## config.mk

```make
export PLATFORM = sky130hd
export DESIGN_NAME = tdf_fetcher
export DESIGN_NICKNAME = d
export VERILOG_FILES = /design/src/rtl/tdf_pkg.sv /design/src/rtl/tdf_lenpad.sv /design/src/rtl/tdf_stat.sv /design/src/rtl/tdf_walker.sv /design/src/rtl/tdf_fetcher.sv
export SDC_FILE = /design/constraint.sdc
export NUM_CORES = 1
export LEC_CHECK = 0
export CORE_MARGIN = 5
export CORE_UTILIZATION = 44
export CTS_CLUSTER_SIZE = 25
export DETAILED_ROUTE_END_ITERATION = 8
export PLACE_DENSITY = 0.87
export SLEW_MARGIN = 10
export SYNTH_ARGS = -nofsm -noshare
export SYNTH_HDL_FRONTEND = slang
export SYNTH_SLANG_ARGS = --single-unit
```

## constraint.sdc

```tcl
create_clock -name clk -period 4.6 [get_ports clk]
set_clock_uncertainty 0.1 [all_clocks]
set_input_delay 0.92 -clock clk [delete_from_list [all_inputs] [get_ports clk]]
set_output_delay 0.92 -clock clk [all_outputs]
set_load 0.01 [all_outputs]
```

## src/rtl/tdf_pkg.sv

```systemverilog
// Package: shared constants and state type for the transmit descriptor walker.
// Assumes 32-bit descriptor words and a 16-bit length field.
package tdf_pkg;
    localparam int WORD_W      = 32;
    localparam int LEN_W       = 16;
    localparam int OWN_BIT     = 31;
    localparam int PAD_BIT     = 0;
    localparam int INT_BIT     = 2;
    localparam int ST_DONE_BIT = 19;
    localparam int ST_INT_BIT  = 16;
    localparam int NSTS        = 2;
    localparam int STS_CMPL    = 0;
    localparam int STS_UNAV    = 1;

    localparam logic [1:0] OFS_CTL = 2'd0;
    localparam logic [1:0] OFS_BUF = 2'd1;
    localparam logic [1:0] OFS_LEN = 2'd2;
    localparam logic [1:0] OFS_NXT = 2'd3;

    typedef enum logic [3:0] {
        W_IDLE, W_RD_CTL, W_RD_BUF, W_RD_LEN, W_GO,
        W_WAIT, W_WR_STS, W_WR_CTL, W_RD_NXT
    } wstate_t;
endpackage

```

## src/rtl/tdf_lenpad.sv

```systemverilog
// Length padder: raises a short length to MIN_LEN when padding is requested.
// Assumes MIN_LEN fits in LEN_W bits; MIN_LEN = 0 disables padding entirely.
module tdf_lenpad #(
    parameter int LEN_W   = 16,
    parameter int MIN_LEN = 64
) (
    input  logic [LEN_W-1:0] len_in,
    input  logic             pad_en,
    output logic [LEN_W-1:0] len_out
);
    localparam logic [LEN_W-1:0] MIN_V = LEN_W'(MIN_LEN);

    generate
        if (MIN_LEN > 0) begin : g_pad
            // Select the padded or raw length.
            always_comb len_out = (pad_en && (len_in < MIN_V)) ? MIN_V : len_in;
        end else begin : g_nopad
            logic unused_pad;
            // No padding variant: pass length through.
            always_comb begin
                len_out    = len_in;
                unused_pad = pad_en;
            end
        end
    endgenerate
endmodule

```

## src/rtl/tdf_stat.sv

```systemverilog
// Sticky status bits with write-1-to-clear and an enabled-OR interrupt.
// Assumes set and clear are single-cycle pulses; set wins over clear.
module tdf_stat #(
    parameter int N = 2
) (
    input  logic         clk,
    input  logic         rst_n,
    input  logic [N-1:0] set,
    input  logic [N-1:0] clr,
    input  logic [N-1:0] en,
    output logic [N-1:0] sts,
    output logic         irq
);
    generate
        for (genvar i = 0; i < N; i++) begin : g_bit
            // Hold one status bit until cleared by software.
            always_ff @(posedge clk) begin
                if (!rst_n)      sts[i] <= 1'b0;
                else if (set[i]) sts[i] <= 1'b1;
                else if (clr[i]) sts[i] <= 1'b0;
            end
        end
    endgenerate

    // Combine enabled status into the interrupt line.
    always_comb irq = |(sts & en);
endmodule

```

## src/rtl/tdf_walker.sv

```systemverilog
// Descriptor walker FSM: reads each owned descriptor, starts the sender,
// writes back status and ownership, then follows the next pointer.
// Assumes mem_ack only when mem_req is high, with read data valid alongside.
module tdf_walker
    import tdf_pkg::*;
#(
    parameter int AW = 32
) (
    input  logic              clk,
    input  logic              rst_n,
    input  logic              tx_on,
    input  logic              start_dmd,
    input  logic [AW-1:0]     list_base,
    output logic [AW-1:0]     cur_desc,
    output logic              active,
    output logic              mem_req,
    output logic              mem_we,
    output logic [AW-1:0]     mem_addr,
    output logic [WORD_W-1:0] mem_wdata,
    input  logic [WORD_W-1:0] mem_rdata,
    input  logic              mem_ack,
    output logic              snd_go,
    output logic [AW-1:0]     snd_buf,
    output logic [LEN_W-1:0]  raw_len,
    output logic [WORD_W-1:0] ctl_word,
    input  logic              snd_done,
    output logic              ev_cmpl,
    output logic              ev_unav
);
    localparam logic [AW-1:0] ALIGN_MASK = ~AW'(3);

    wstate_t           state;
    logic [AW-1:0]     cur_q;
    logic [WORD_W-1:0] ctl_q;
    logic [AW-1:0]     buf_q;
    logic [LEN_W-1:0]  len_q;
    logic [1:0]        ofs;

    // Word offset of the access in the current state.
    always_comb begin
        case (state)
            W_RD_BUF:           ofs = OFS_BUF;
            W_RD_LEN, W_WR_STS: ofs = OFS_LEN;
            W_RD_NXT:           ofs = OFS_NXT;
            default:            ofs = OFS_CTL;
        endcase
    end

    // Memory request decode.
    always_comb begin
        mem_req  = (state == W_RD_CTL) || (state == W_RD_BUF) || (state == W_RD_LEN) ||
                   (state == W_WR_STS) || (state == W_WR_CTL) || (state == W_RD_NXT);
        mem_we   = (state == W_WR_STS) || (state == W_WR_CTL);
        mem_addr = cur_q + AW'({ofs, 2'b00});
    end

    // Write-back data: completion status or control word with ownership cleared.
    always_comb begin
        mem_wdata = '0;
        if (state == W_WR_STS) begin
            mem_wdata[LEN_W-1:0]  = len_q;
            mem_wdata[ST_DONE_BIT] = 1'b1;
            mem_wdata[ST_INT_BIT]  = ctl_q[INT_BIT];
        end else if (state == W_WR_CTL) begin
            mem_wdata          = ctl_q;
            mem_wdata[OWN_BIT] = 1'b0;
        end
    end

    // Event pulses aligned with the accepting memory access.
    always_comb begin
        ev_unav = (state == W_RD_CTL) && mem_ack && !mem_rdata[OWN_BIT];
        ev_cmpl = (state == W_RD_NXT) && mem_ack;
    end

    // Walk sequencing and descriptor field capture.
    always_ff @(posedge clk) begin
        if (!rst_n) begin
            state <= W_IDLE;
            cur_q <= list_base & ALIGN_MASK;
            ctl_q <= '0;
            buf_q <= '0;
            len_q <= '0;
        end else if (!tx_on) begin
            state <= W_IDLE;
            cur_q <= list_base & ALIGN_MASK;
        end else begin
            case (state)
                W_IDLE:   if (start_dmd) state <= W_RD_CTL;
                W_RD_CTL: if (mem_ack) begin
                    ctl_q <= mem_rdata;
                    state <= mem_rdata[OWN_BIT] ? W_RD_BUF : W_IDLE;
                end
                W_RD_BUF: if (mem_ack) begin
                    buf_q <= mem_rdata[AW-1:0] & ALIGN_MASK;
                    state <= W_RD_LEN;
                end
                W_RD_LEN: if (mem_ack) begin
                    len_q <= mem_rdata[LEN_W-1:0];
                    state <= W_GO;
                end
                W_GO:     state <= W_WAIT;
                W_WAIT:   if (snd_done) state <= W_WR_STS;
                W_WR_STS: if (mem_ack) state <= W_WR_CTL;
                W_WR_CTL: if (mem_ack) state <= W_RD_NXT;
                W_RD_NXT: if (mem_ack) begin
                    cur_q <= mem_rdata[AW-1:0] & ALIGN_MASK;
                    state <= W_RD_CTL;
                end
                default:  state <= W_IDLE;
            endcase
        end
    end

    // Outputs toward the sender and software.
    always_comb begin
        active   = (state != W_IDLE);
        snd_go   = (state == W_GO);
        snd_buf  = buf_q;
        raw_len  = len_q;
        ctl_word = ctl_q;
        cur_desc = cur_q;
    end
endmodule

```

## src/rtl/tdf_fetcher.sv

```systemverilog
// Top: transmit descriptor chain walker with length padding and status/irq.
// Assumes a single-word memory port with request/acknowledge handshake.
module tdf_fetcher
    import tdf_pkg::*;
#(
    parameter int AW      = 32,
    parameter int MIN_LEN = 64
) (
    input  logic              clk,
    input  logic              rst_n,
    input  logic              tx_on,
    input  logic              start_dmd,
    input  logic [AW-1:0]     list_base,
    output logic [AW-1:0]     cur_desc,
    output logic              active,
    output logic              mem_req,
    output logic              mem_we,
    output logic [AW-1:0]     mem_addr,
    output logic [WORD_W-1:0] mem_wdata,
    input  logic [WORD_W-1:0] mem_rdata,
    input  logic              mem_ack,
    output logic              snd_go,
    output logic [AW-1:0]     snd_buf,
    output logic [LEN_W-1:0]  snd_len,
    output logic [2:0]        snd_flags,
    input  logic              snd_done,
    input  logic [NSTS-1:0]   irq_en,
    input  logic [NSTS-1:0]   sts_clr,
    output logic [NSTS-1:0]   sts,
    output logic              irq
);
    logic [LEN_W-1:0]  raw_len;
    logic [WORD_W-1:0] ctl_word;
    logic              ev_cmpl, ev_unav;
    logic [NSTS-1:0]   ev_set;

    tdf_walker #(.AW(AW)) u_walk (
        .clk(clk), .rst_n(rst_n), .tx_on(tx_on), .start_dmd(start_dmd),
        .list_base(list_base), .cur_desc(cur_desc), .active(active),
        .mem_req(mem_req), .mem_we(mem_we), .mem_addr(mem_addr),
        .mem_wdata(mem_wdata), .mem_rdata(mem_rdata), .mem_ack(mem_ack),
        .snd_go(snd_go), .snd_buf(snd_buf), .raw_len(raw_len),
        .ctl_word(ctl_word), .snd_done(snd_done),
        .ev_cmpl(ev_cmpl), .ev_unav(ev_unav)
    );

    tdf_lenpad #(.LEN_W(LEN_W), .MIN_LEN(MIN_LEN)) u_pad (
        .len_in(raw_len), .pad_en(ctl_word[PAD_BIT]), .len_out(snd_len)
    );

    // Map walker events onto status bit positions.
    always_comb begin
        ev_set           = '0;
        ev_set[STS_CMPL] = ev_cmpl;
        ev_set[STS_UNAV] = ev_unav;
        snd_flags        = ctl_word[2:0];
    end

    tdf_stat #(.N(NSTS)) u_stat (
        .clk(clk), .rst_n(rst_n), .set(ev_set), .clr(sts_clr),
        .en(irq_en), .sts(sts), .irq(irq)
    );
endmodule

```

# ---- After elaboration in Yosys (flattened, before gate mapping)
# Index checks and enable logic that the tools add are counted.
dict set report word_totals {
  wordCells 76
  output_inout_bits 154
  ff_bits 113
}
dict set report classes {
  muxes 25
  n_reduce_logical 23
  n_bitwise 1
  order_cmp 1
  eq_ne 18
  add_sub_neg 1
}
# operator count
set ops {}
lappend ops {{$mux 32} 4}
lappend ops {{$pmux 4 s9} 1}
lappend ops {{$add 32x4->32} 1}
lappend ops {{$mux 4} 8}
lappend ops {{$mux 31} 1}
lappend ops {{$mux 17} 1}
lappend ops {{$eq 4x3->1 const B} 4}
lappend ops {{$lt 16x7->1 const B} 1}
lappend ops {{$mux 16} 1}
lappend ops {{$ne 2x2->1 const B} 8}
lappend ops {{$mux 11} 1}
lappend ops {{$reduce_and 3->1} 3}
lappend ops {{$eq 4x2->1 const B} 2}
lappend ops {{$reduce_and 8->1} 1}
lappend ops {{$logic_or 1x1->1} 6}
lappend ops {{$ne 3x2->1 const B} 2}
lappend ops {{$pmux 2 s3} 1}
lappend ops {{$mux 1} 5}
lappend ops {{$eq 4x1->1 const B} 1}
lappend ops {{$eq 4x4->1 const B} 1}
lappend ops {{$logic_and 1x1->1} 4}
lappend ops {{$logic_not 4->1} 1}
lappend ops {{$mux 2} 2}
lappend ops {{$reduce_and 2->1} 2}
lappend ops {{5 further kinds} 7}

# ---- Logic depth before layout (Yosys ltp)
# Gate-level depths: netlist of the first run.
dict set report logic_depth {
  ltp_word 6
  mapped_depth 11
  depth_no_buf 9
}

# ---- Cells and area by module
# From an unflattened synthesis of the first run, not the netlist that was laid out.
dict set report unflattened {
  cells_unflattened 650
  area_unflattened_um2 5870.6
}
# module area_per_inst_um2 instances cells_each seq_area_each_um2
set by_module_without_submodules {}
lappend by_module_without_submodules {tdf_walker 5636.7 1 617 2542.4}
lappend by_module_without_submodules {tdf_lenpad 156.4 1 26 0.0}
lappend by_module_without_submodules {tdf_stat 77.6 1 7 40.0}

# ---- Least setup slack after synthesis of the first run
# No wires, ideal clock.
dict set report synth_path {
  kind {register -> output}
  start {reg u_walk.state[0]}
  end {out mem_addr[24]}
  path_slack_ns 0.972
  path_buffers 3
  t_arrival_ns 2.608
  path_stages_with_launch 10
  cell_sequence {dfxtp_1 > clkbuf_1 > buf_2 > xor2_1 > a21oi_1 > fa_1 > or3_4 > buf_6 > nor4_2 > xor2_1}
}
dict set report synth_between {
  elab_chain_cells 4
  elab_cells_between_ends 7
  cone_classes {add/sub: 1; eq/ne: 4; mux: 1; reduce/logical: 1}
}
# item line_no
set synth_rtl {}
lappend synth_rtl {{start: declaration} tdf_walker.sv:32} ;# wstate_t state;
lappend synth_rtl {{start signal: assignment} tdf_walker.sv:92} ;# state <= mem_rdata[OWN_BIT] ? W_RD_BUF : W_IDLE;
lappend synth_rtl {{$eq 4x3->1 / $eq 4x2->1 (equally long branches)} tdf_walker.sv:41} ;# case (state)
lappend synth_rtl {{$reduce_or 2->1} tdf_walker.sv:41}
lappend synth_rtl {{$pmux 2 s3 (*)} tdf_walker.sv:41}
lappend synth_rtl {{$add 32x4->32 (*)} tdf_walker.sv:54} ;# mem_addr = cur_q + AW'({ofs, 2'b00});
lappend synth_rtl {{end: declaration} tdf_fetcher.sv:18} ;# output logic [AW-1:0] mem_addr,
# Every way passes the cells marked *; elsewhere a longest branch is shown, timed or not.

# ---- Worst setup path after layout of the first run
dict set report layout_path {
  start {reg u_walk.state[3]}
  end {out mem_addr[24]}
}
# The elaborated chain is that of the path after synthesis.

==> flow_metrics.tcl, run 1 <==
set metrics [dict create \
    area_growth_syn_to_layout_pct 47.5 \
    rows 42 \
    grt_pass1_vias 5456 \
    synth-xor-area-share 0.0467 \
    muxShareOfSynthArea 0.0585 \
    finalSetupViolCount 0 \
    drtPass1Iterations 5 \
    syn_inst 694 \
    r2r-end "u_walk.ctl_word[2]" \
    clkPwrFrac 0.467 \
    port_buffers 218 \
    die_area_mm2 0.0156 \
    synth_area_per_cell_um2 8.38 \
    overflow 0 \
    yosysUniqueCellTypes 45 \
    clkLatencyLatePin_ps 410 \
    synthesis.area_mm2 0.00582 \
    synth_top_family_by_area "simple AND/OR/NAND/NOR gates" \
    max_freq_mhz 228 \
    yosysWarnings 0 \
    antenna_found_initial 0 \
    synth_ff_type "dfxtp_1" \
    cts_buffer_depth 2 \
    status "finished clean" \
    die_x_um 125 \
    die_y_um 125 \
    rsz0062_at_grt "no" \
    reg2reg_setup_slack_ps 2210 \
    min_from "u_walk.ctl_word[21]" \
    cts_hold_buf 0 \
    drt-initial-drc-count 296 \
    io_pins 228 \
    hold_path_class "reg -> reg" \
    r2r_cells 5 \
    p_sw_w 0.000623 \
    hold_end "u_walk.ctl_word[21]" \
    finalWirelength_um 18700 \
    critPathArrivalTime_ps 3360 \
    max_slew_margin 0.458 \
    yosysTopAreaCell "dfxtp_1" \
    required_ps 3580 \
    preCtsSetupSlack_ps 382 \
    grt_pass1_wl_um 29500 \
    gp_congestion 0.861 \
    synth_top_area_share 0.286 \
    post_cts_buffers 0 \
    slew_violations 0 \
    p_per_area_mw_per_mm2 313 \
    crit_fanout 14 \
    crit_type "reg -> out" \
    antennaDiodeCount 0 \
    clkTransAtPathRegs_ps 50 \
    tns_ps 0 \
    worst_pin_slew_ps 814 \
    power_frac_seq 0.408 \
    synth_simple_gate_area_frac 0.284 \
    swShare 0.232 \
    hold_depth 2 \
    period_needed_ps 4380 \
    fillers 1085 \
    cts_resized 1 \
    layout_common_cells "nand2_1, clkdlybuf4s50_1, dfxtp_1" \
    yosys.area_share.adder 0.00774 \
    wl_per_cell_um 17.4 \
    drc 0 \
    drive_above_1_share 0.0648 \
    synth_compound_area_frac 0.0953 \
    maxCapViolations 0 \
    async_reset_ff_frac 0 \
    start_util 0.445 \
    cts_sinks 113 \
    timing.final.crit_share 0.952 \
    setup_slack_ps 221 \
    power.leakage_nw 3.13 \
    cts_buffers 17 \
    grt_max_degree 81 \
    final_common_cell "nand2_1" \
    peakVddDrop_mv 0.199 \
    grtUsageTotal 0.238 \
    cts_root_buffer "clkbuf_16" \
    synth_seq_cells 113 \
    start_kind "flip-flop" \
    end_kind "primary output" \
    p_comb_frac 0.126 \
    hpwl_um 13100 \
    nets 960 \
    htree_levels 4 \
    p_int_w 0.00206 \
    synth_area_leaders "dfxtp_1, edfxtp_1, nand2_1, mux2i_1, a21boi_0" \
    cts_tree "built" \
    antenna_left 0 \
    synth-edff-count 30 \
    vias 5396 \
    via_per_inst 5.04 \
    yosysSeqAreaShare 0.441 \
    r2r_start "u_walk.state[0]" \
    finalHoldViolations 0 \
    core_mm2 0.0131 \
]
[synth_stat cells, types with 12 or more instances]
master / instances
dfxtp_1: 83
edfxtp_1: 30
nand2_1: 229
nor2b_1: 17
mux2i_1: 34
inv_1: 15
a21boi_1: 18
and3_1: 15
clkbuf_1: 40
buf_4: 13
nor2_1: 30
nand3_1: 12
xor2_1: 20
a21boi_0: 44
[registers in the layout, indices dropped and copies added, names as in the netlist]
signal,flops
u_walk.raw_len,16
u_walk.snd_buf,30
u_walk.cur_desc,30
u_walk.ctl_word,31
u_stat.sts,2
u_walk.state,4
[layout make-up]
type,count,area (um^2),area share
multi-input cells,506,2910,0.339
clock buffers,25,475,0.0554
clock inverters,6,82.6,0.00962
flip-flops and latches,113,2570,0.299
well taps,176,220,0.0257
inverters,15,56.3,0.00656
repair buffers,230,2270,0.264
[worst max-delay path by stage]
stage                     slack (ps)  depth (start not counted)      endpoint             from
after floorplan                  970                          9  mem_addr[24]  u_walk.state[0]
after global placement           440                          9  mem_addr[28]  u_walk.state[3]
after detailed placement         380                          7  mem_addr[24]  u_walk.state[3]
after CTS                         80                          7  mem_addr[24]  u_walk.state[3]
after global routing              50                          7  mem_addr[30]  u_walk.state[2]
final                            220                          9  mem_addr[24]  u_walk.state[3]
[worst max-delay path: stages (launching register included)]
cell	delay (ps)
dfxtp_4	390
xnor2_1	130
nor3_1	160
ha_1	200
inv_1	60
fa_1	440
or3_4	510
nor4_2	310
xor2_1	180
clkdlybuf4s50_1	550
[cells by family (layout without fill, tap and decap cells)]
family	after synthesis	in the layout
muxes	34	34
AOI/OAI and AO/OA	76	76
buffers and inverters	81	276
and+or+nand+nor	355	355
xor gates and xnor gates	31	31
DFF	113	113
other	1	7
adders and majority gates	3	3
[per-stage QoR]
stage                util  cells  hold WS [ps]  area [um^2]  power [W]
floorplan               -    700           331         5840    0.00124
global placement    0.612   1040           335         8010    0.00145
detailed placement  0.612   1040           340         8010    0.00145
CTS                 0.655   1071           347         8570    0.00270
global route        0.656   1071           371         8580    0.00278
finish              0.656   1071           347         8580    0.00268
[metal layers]
layer	vias to the layer above	routed length, um	GRT usage
li1	2638	-	-
met1	2496	7680	0.285
met2	231	8770	0.392
met3	31	1810	0.0883
met4	0	409	0.0906
met5	-	0	0
[power by group through the flow]
stage | Combinational, W | Clock [W] | Sequential, W
after floorplan | 0.000127 | 0 | 0.00112
after global placement | 0.000334 | 0 | 0.00111
after detailed placement | 0.000337 | 0 | 0.00111
after CTS | 0.000339 | 0.00127 | 0.00109
after global routing | 0.000362 | 0.00132 | 0.00110
final | 0.000337 | 0.00125 | 0.00109
(Power assumes the default switching activity.)
==> run 2: changes to the inputs <==
--- a/config.mk
+++ b/config.mk
@@ -6,10 +6,10 @@
 export NUM_CORES = 1
 export LEC_CHECK = 0
 export CORE_MARGIN = 5
-export CORE_UTILIZATION = 44
+export CORE_UTILIZATION = 40
 export CTS_CLUSTER_SIZE = 25
 export DETAILED_ROUTE_END_ITERATION = 8
-export PLACE_DENSITY = 0.87
+export PLACE_DENSITY = 0.83
 export SLEW_MARGIN = 10
 export SYNTH_ARGS = -nofsm -noshare
 export SYNTH_HDL_FRONTEND = slang
==> constraint.sdc (replaced) <==
create_clock -name clk -period 3.92 [get_ports clk]
set_clock_uncertainty 0.1 [all_clocks]
set_input_delay 0.784 -clock clk [delete_from_list [all_inputs] [get_ports clk]]
set_output_delay 0.784 -clock clk [all_outputs]
set_load 0.01 [all_outputs]
==> run 2 against run 1 <==
  * Critical path depth unchanged
  * Worst hold slack worse by 0.55 ps
  * Routed wire length up 4.2%
  * Flip-flop and latch count unchanged
  * Sequential share of layout area down 0.53 points
  * Via count up 1.2%
  * Power up 16%
  * Highest routed layer unchanged
  * Sequential power up 17%
  * Worst setup slack worse by 110 ps
  * Clock power up 16%
  * Die area up 9.2%
  * Combinational power up 14%
==> flow_metrics.tcl, run 2 (synthesized netlist as in run 1, its figures left out) <==
set metrics [dict create \
    max_slew_margin 0.494 \
    area_growth_syn_to_layout_pct 50.0 \
    drtPass1Iterations 5 \
    end_kind "primary output" \
    nets 969 \
    drive_above_1_share 0.0928 \
    clkLatencyLatePin_ps 410 \
    crit_fanout 5 \
    cts_root_buffer "clkbuf_16" \
    antennaDiodeCount 0 \
    die_x_um 131 \
    critPathArrivalTime_ps 2930 \
    hold_path_class "reg -> reg" \
    vias 5459 \
    power.leakage_nw 3.34 \
    hold_ws_ps 346 \
    rsz0062_at_grt "no" \
    finalHoldViolations 0 \
    port_buffers 218 \
    timing.final.crit_share 0.972 \
    wl_per_cell_um 17.9 \
    grt_pass1_wl_um 29100 \
    drc 0 \
    period_needed_ps 3810 \
    clkTransAtPathRegs_ps 50 \
    finalSetupViolCount 0 \
    dr.max_layer_used "met4" \
    preCtsSetupSlack_ps 144 \
    drt-initial-drc-count 287 \
    fin_util 0.605 \
    io_pins 228 \
    wl_met3_um 1910 \
    rows 44 \
    htree_levels 4 \
    die_area_mm2 0.0171 \
    largest_reg_flops 31 \
    setup_slack_ps 111 \
    gp_congestion 0.873 \
    wirelength_met1_um 8070 \
    worst_pin_slew_ps 758 \
    max_freq_mhz 263 \
    critPathBufInv 2 \
    cts_buffer_depth 2 \
    final_common_cell "nand2_1" \
    cts_hold_buf 0 \
    start_util 0.403 \
    die_y_um 131 \
    grtUsageTotal 0.225 \
    grt_max_degree 76 \
    antenna_found_initial 0 \
    layout_common_cells "nand2_1, clkdlybuf4s50_1, dfxtp_1" \
    overflow 0 \
    slew_violations 0 \
    hpwl_um 13700 \
    status "finished clean" \
    cts_buffers 17 \
    maxCapViolations 0 \
    total_power_w 0.00312 \
    path_cells "xnor2_1, nor3_2, ha_2, inv_1, fa_2, or3_4, nor4_4, xor2_1, clkbuf_2" \
    crit_type "reg -> out" \
    peakVddDrop_mv 0.211 \
    antenna_left 0 \
    core_mm2 0.0144 \
    max_stage_delay_ps 510 \
    cts_sinks 113 \
    start_kind "flip-flop" \
    cts_tree "built" \
    finalWirelength_um 19500 \
    worst_path_max_delay_cell "or3_4" \
    p_per_area_mw_per_mm2 357 \
    via_per_inst 5.01 \
    dr_wl_met2_um 9080 \
    crit_family "simple AND/OR/NAND/NOR gates" \
    grt_pass1_vias 5299 \
    required_ps 3040 \
]
==> run 2: cell count changes in the layout (fill, tap and decap cells not counted), sizes merged <==
cell / change
clkinv: +7
or3: +1
clkdlybuf4s50: -23
dlygate4sd2: +11
buf: +8
dlymetal6s2s: +6
==> run 2: routing by layer <==
metal	vias up	GRT usage
met3	34	0.0833
met1	2541	0.272
met4	0	0.0805
li1	2660	-
met5	-	0
met2	224	0.368
==> run 2: final cells by class <==
type,count,area (um^2)
fill,1253,5700
multi-input combinational,507,3020
sequential,113,2570
timing repair buffer,238,2310
clock buffer,19,433
tap,184,230
clock inverter,13,120
inverter,15,56.3
==> run 2: final timing paths <==
kind | startpoint | endpoint | slack, ps | depth (start not counted)
setup / recovery | u_walk.state[1] | mem_addr[30] | 110 | 9
hold / removal | u_walk.ctl_word[29] | u_walk.ctl_word[29] | 350 | 2
setup reg to reg | u_walk.state[0] | u_walk.ctl_word[8] | 1700 | 6
hold reg to reg | u_walk.ctl_word[29] | u_walk.ctl_word[29] | 350 | 2
==> run 2: what timing repair did <==
| action | CTS | global route |
|---|---|---|
| buffers inserted | 1 | 0 |
| cloned | 1 | 0 |
| endpoints found under the setup margin | 22 | 12 |
| pin swaps | 1 | 4 |
| gates resized for setup | 34 | 24 |
==> run 2: power by group <==
| group | switching, W | total (W) | internal, W |
|---|---|---|---|
| Combinational | 0.000182 | 0.000385 | 0.000203 |
| Sequential | 0.0000411 | 0.00128 | 0.00124 |
| Clock | 0.000527 | 0.00145 | 0.000920 |
==> run 2: per-stage QoR <==
step / std cells / instance area (um^2) / TNS (ps)
2_1_floorplan: 700 / 5840 / 0
3_3_place_gp: 1055 / 8070 / 0
3_5_place_dp: 1055 / 8070 / 0
4_1_cts: 1089 / 8700 / -1.27
5_1_grt: 1089 / 8730 / 0
6_report: 1089 / 8730 / 0
==> run 2: tightest hold or removal path, cell delays in order, from the launching register on <==
cell and delay, ps:
dfxtp_1 300, nand2_1 50, a21boi_1 50
==> run 3: changes to the inputs <==
--- a/config.mk
+++ b/config.mk
@@ -9,6 +9,7 @@
 export CORE_UTILIZATION = 40
 export CTS_CLUSTER_SIZE = 25
 export DETAILED_ROUTE_END_ITERATION = 8
+export MAX_ROUTING_LAYER = met4
 export PLACE_DENSITY = 0.83
 export SLEW_MARGIN = 10
 export SYNTH_ARGS = -nofsm -noshare
==> run 3 against run 2 <==
  * Combinational power about the same
  * Non-clock buffer count unchanged
  * Power about the same
  * Largest cell class unchanged
==> flow_metrics.tcl, run 3 (synthesized netlist as in run 1, its figures left out) <==
set metrics [dict create \
    gp_congestion 0.887 \
    cp-startpoint "u_walk.state[1]" \
    crit_fanout 5 \
    worst_path_max_delay_cell "or3_4" \
    antennaDiodeCount 0 \
    fin_area_mm2 0.00873 \
    die_y_um 131 \
    cts_buffers 17 \
    p_per_area_mw_per_mm2 357 \
    core_mm2 0.0144 \
    hold_ws_ps 347 \
    use_met2 0.366 \
    antenna_found_initial 0 \
    r2r-end "u_walk.ctl_word[8]" \
    max_slew_margin 0.496 \
    busiest_layer "met2" \
    port_buffers 218 \
    drive_above_1_share 0.0928 \
    htree_levels 4 \
    endpoint "mem_addr[30]" \
    timing.final.crit_share 0.974 \
    tns_ps 0 \
    layout_common_cells "nand2_1, clkdlybuf4s50_1, dfxtp_1" \
    place_inst 1055 \
    peakVddDrop_mv 0.211 \
    rsz0062_at_grt "no" \
    max_freq_mhz 262 \
    drtPass1Iterations 5 \
    wl_per_cell_um 17.9 \
    via_per_inst 5.02 \
    cts_tree "built" \
    cts_sinks 113 \
    finalHoldViolations 0 \
    use_met3 0.0809 \
    reg2reg_setup_slack_ps 1710 \
    drc 0 \
    antenna_left 0 \
    hpwl_um 13700 \
    cts_hold_buf 0 \
    power.leakage_nw 3.34 \
    start_kind "flip-flop" \
    placed_area_mm2 0.00807 \
    grt_max_degree 76 \
    r2r_start "u_walk.state[0]" \
    status "finished clean" \
    finalWirelength_um 19500 \
    period_needed_ps 3820 \
    clkLatencyLatePin_ps 410 \
    finalSetupViolCount 0 \
    critPathArrivalTime_ps 2930 \
    die_area_mm2 0.0171 \
    grt_pass1_vias 5306 \
    hold_path_class "reg -> reg" \
    area_growth_syn_to_layout_pct 50.0 \
    io_pins 228 \
    largest_reg_flops 31 \
    cts_buffer_depth 2 \
    min_from "u_walk.ctl_word[29]" \
    final_common_cell "nand2_1" \
    layout.cells.non_filler 1089 \
    end_kind "primary output" \
    start_util 0.403 \
    r2r_cells 6 \
    rows 44 \
    vias 5472 \
    required_ps 3040 \
    cts_root_buffer "clkbuf_16" \
    grt_pass1_wl_um 29000 \
    clkTransAtPathRegs_ps 50 \
    path_cells "xnor2_1, nor3_2, ha_2, inv_1, fa_2, or3_4, nor4_4, xor2_1, clkbuf_2" \
    grtUsageTotal 0.231 \
    use_met1 0.278 \
    max_stage_delay_ps 510 \
    die_x_um 131 \
    slew_violations 0 \
    worst_pin_slew_ps 756 \
    nets 969 \
    drt-initial-drc-count 286 \
    overflow 0 \
    maxCapViolations 0 \
    fillers 1253 \
    crit_type "reg -> out" \
]
## run 3: how the worst min path moves through the flow
stage                           to  slack, ps  depth (start not counted)
4_1_cts        u_walk.ctl_word[21]        350                          2
6_report       u_walk.ctl_word[29]        350                          2
5_1_grt        u_walk.ctl_word[27]        360                          2
3_3_place_gp   u_walk.ctl_word[21]        340                          2
3_5_place_dp   u_walk.ctl_word[21]        340                          2
2_1_floorplan  u_walk.ctl_word[18]        330                          2
## run 3: what timing repair did
action | 4_1_cts | 5_1_grt
endpoints found under the setup margin | 22 | 12
setup buffers | 1 | 0
gates cloned | 1 | 0
pin swaps | 1 | 4
resized for setup | 34 | 24
## run 3: where the power goes
part           total [W]  switching, W  internal, W
clock network    0.00145      0.000529     0.000920
logic           0.000386      0.000183     0.000203
registers        0.00128     0.0000410      0.00124
## run 3: critical path, delay by kind of cell (launching register included)
family | cells | cell delay (ps)
AND/OR/NAND/NOR | 3 | 1010
adder cells (fa/ha/maj) | 2 | 600
flip-flops | 1 | 350
buffers and inverters | 2 | 220
XOR/XNOR | 2 | 340
## run 3: routing by layer
layer	wire (um)	up-vias	share of wire
met4	349	0	0.018
met3	1880	31	0.096
met1	8070	2540	0.41
met5	0	-	0
met2	9180	240	0.47
li1	-	2661	-
## run 3: cell type report
class,instances,area (um^2),share of cell area
well taps,184,230,0.0264
flip-flops and latches,113,2570,0.294
clock inverters,13,120,0.0138
inverters,15,56.3,0.00645
multi-input cells,507,3020,0.346
repair buffers,238,2310,0.264
clock buffers,19,433,0.0496
## run 3: per-stage QoR
| stage | worst slack [ps] | utilization | power (W) |
|---|---|---|---|
| floorplan | 428 | - | 0.00146 |
| global placement | 237 | 0.559 | 0.00170 |
| detailed placement | 144 | 0.559 | 0.00170 |
| CTS | -1.27 | 0.603 | 0.00314 |
| global route | 5.72 | 0.605 | 0.00324 |
| finish | 101 | 0.605 | 0.00312 |
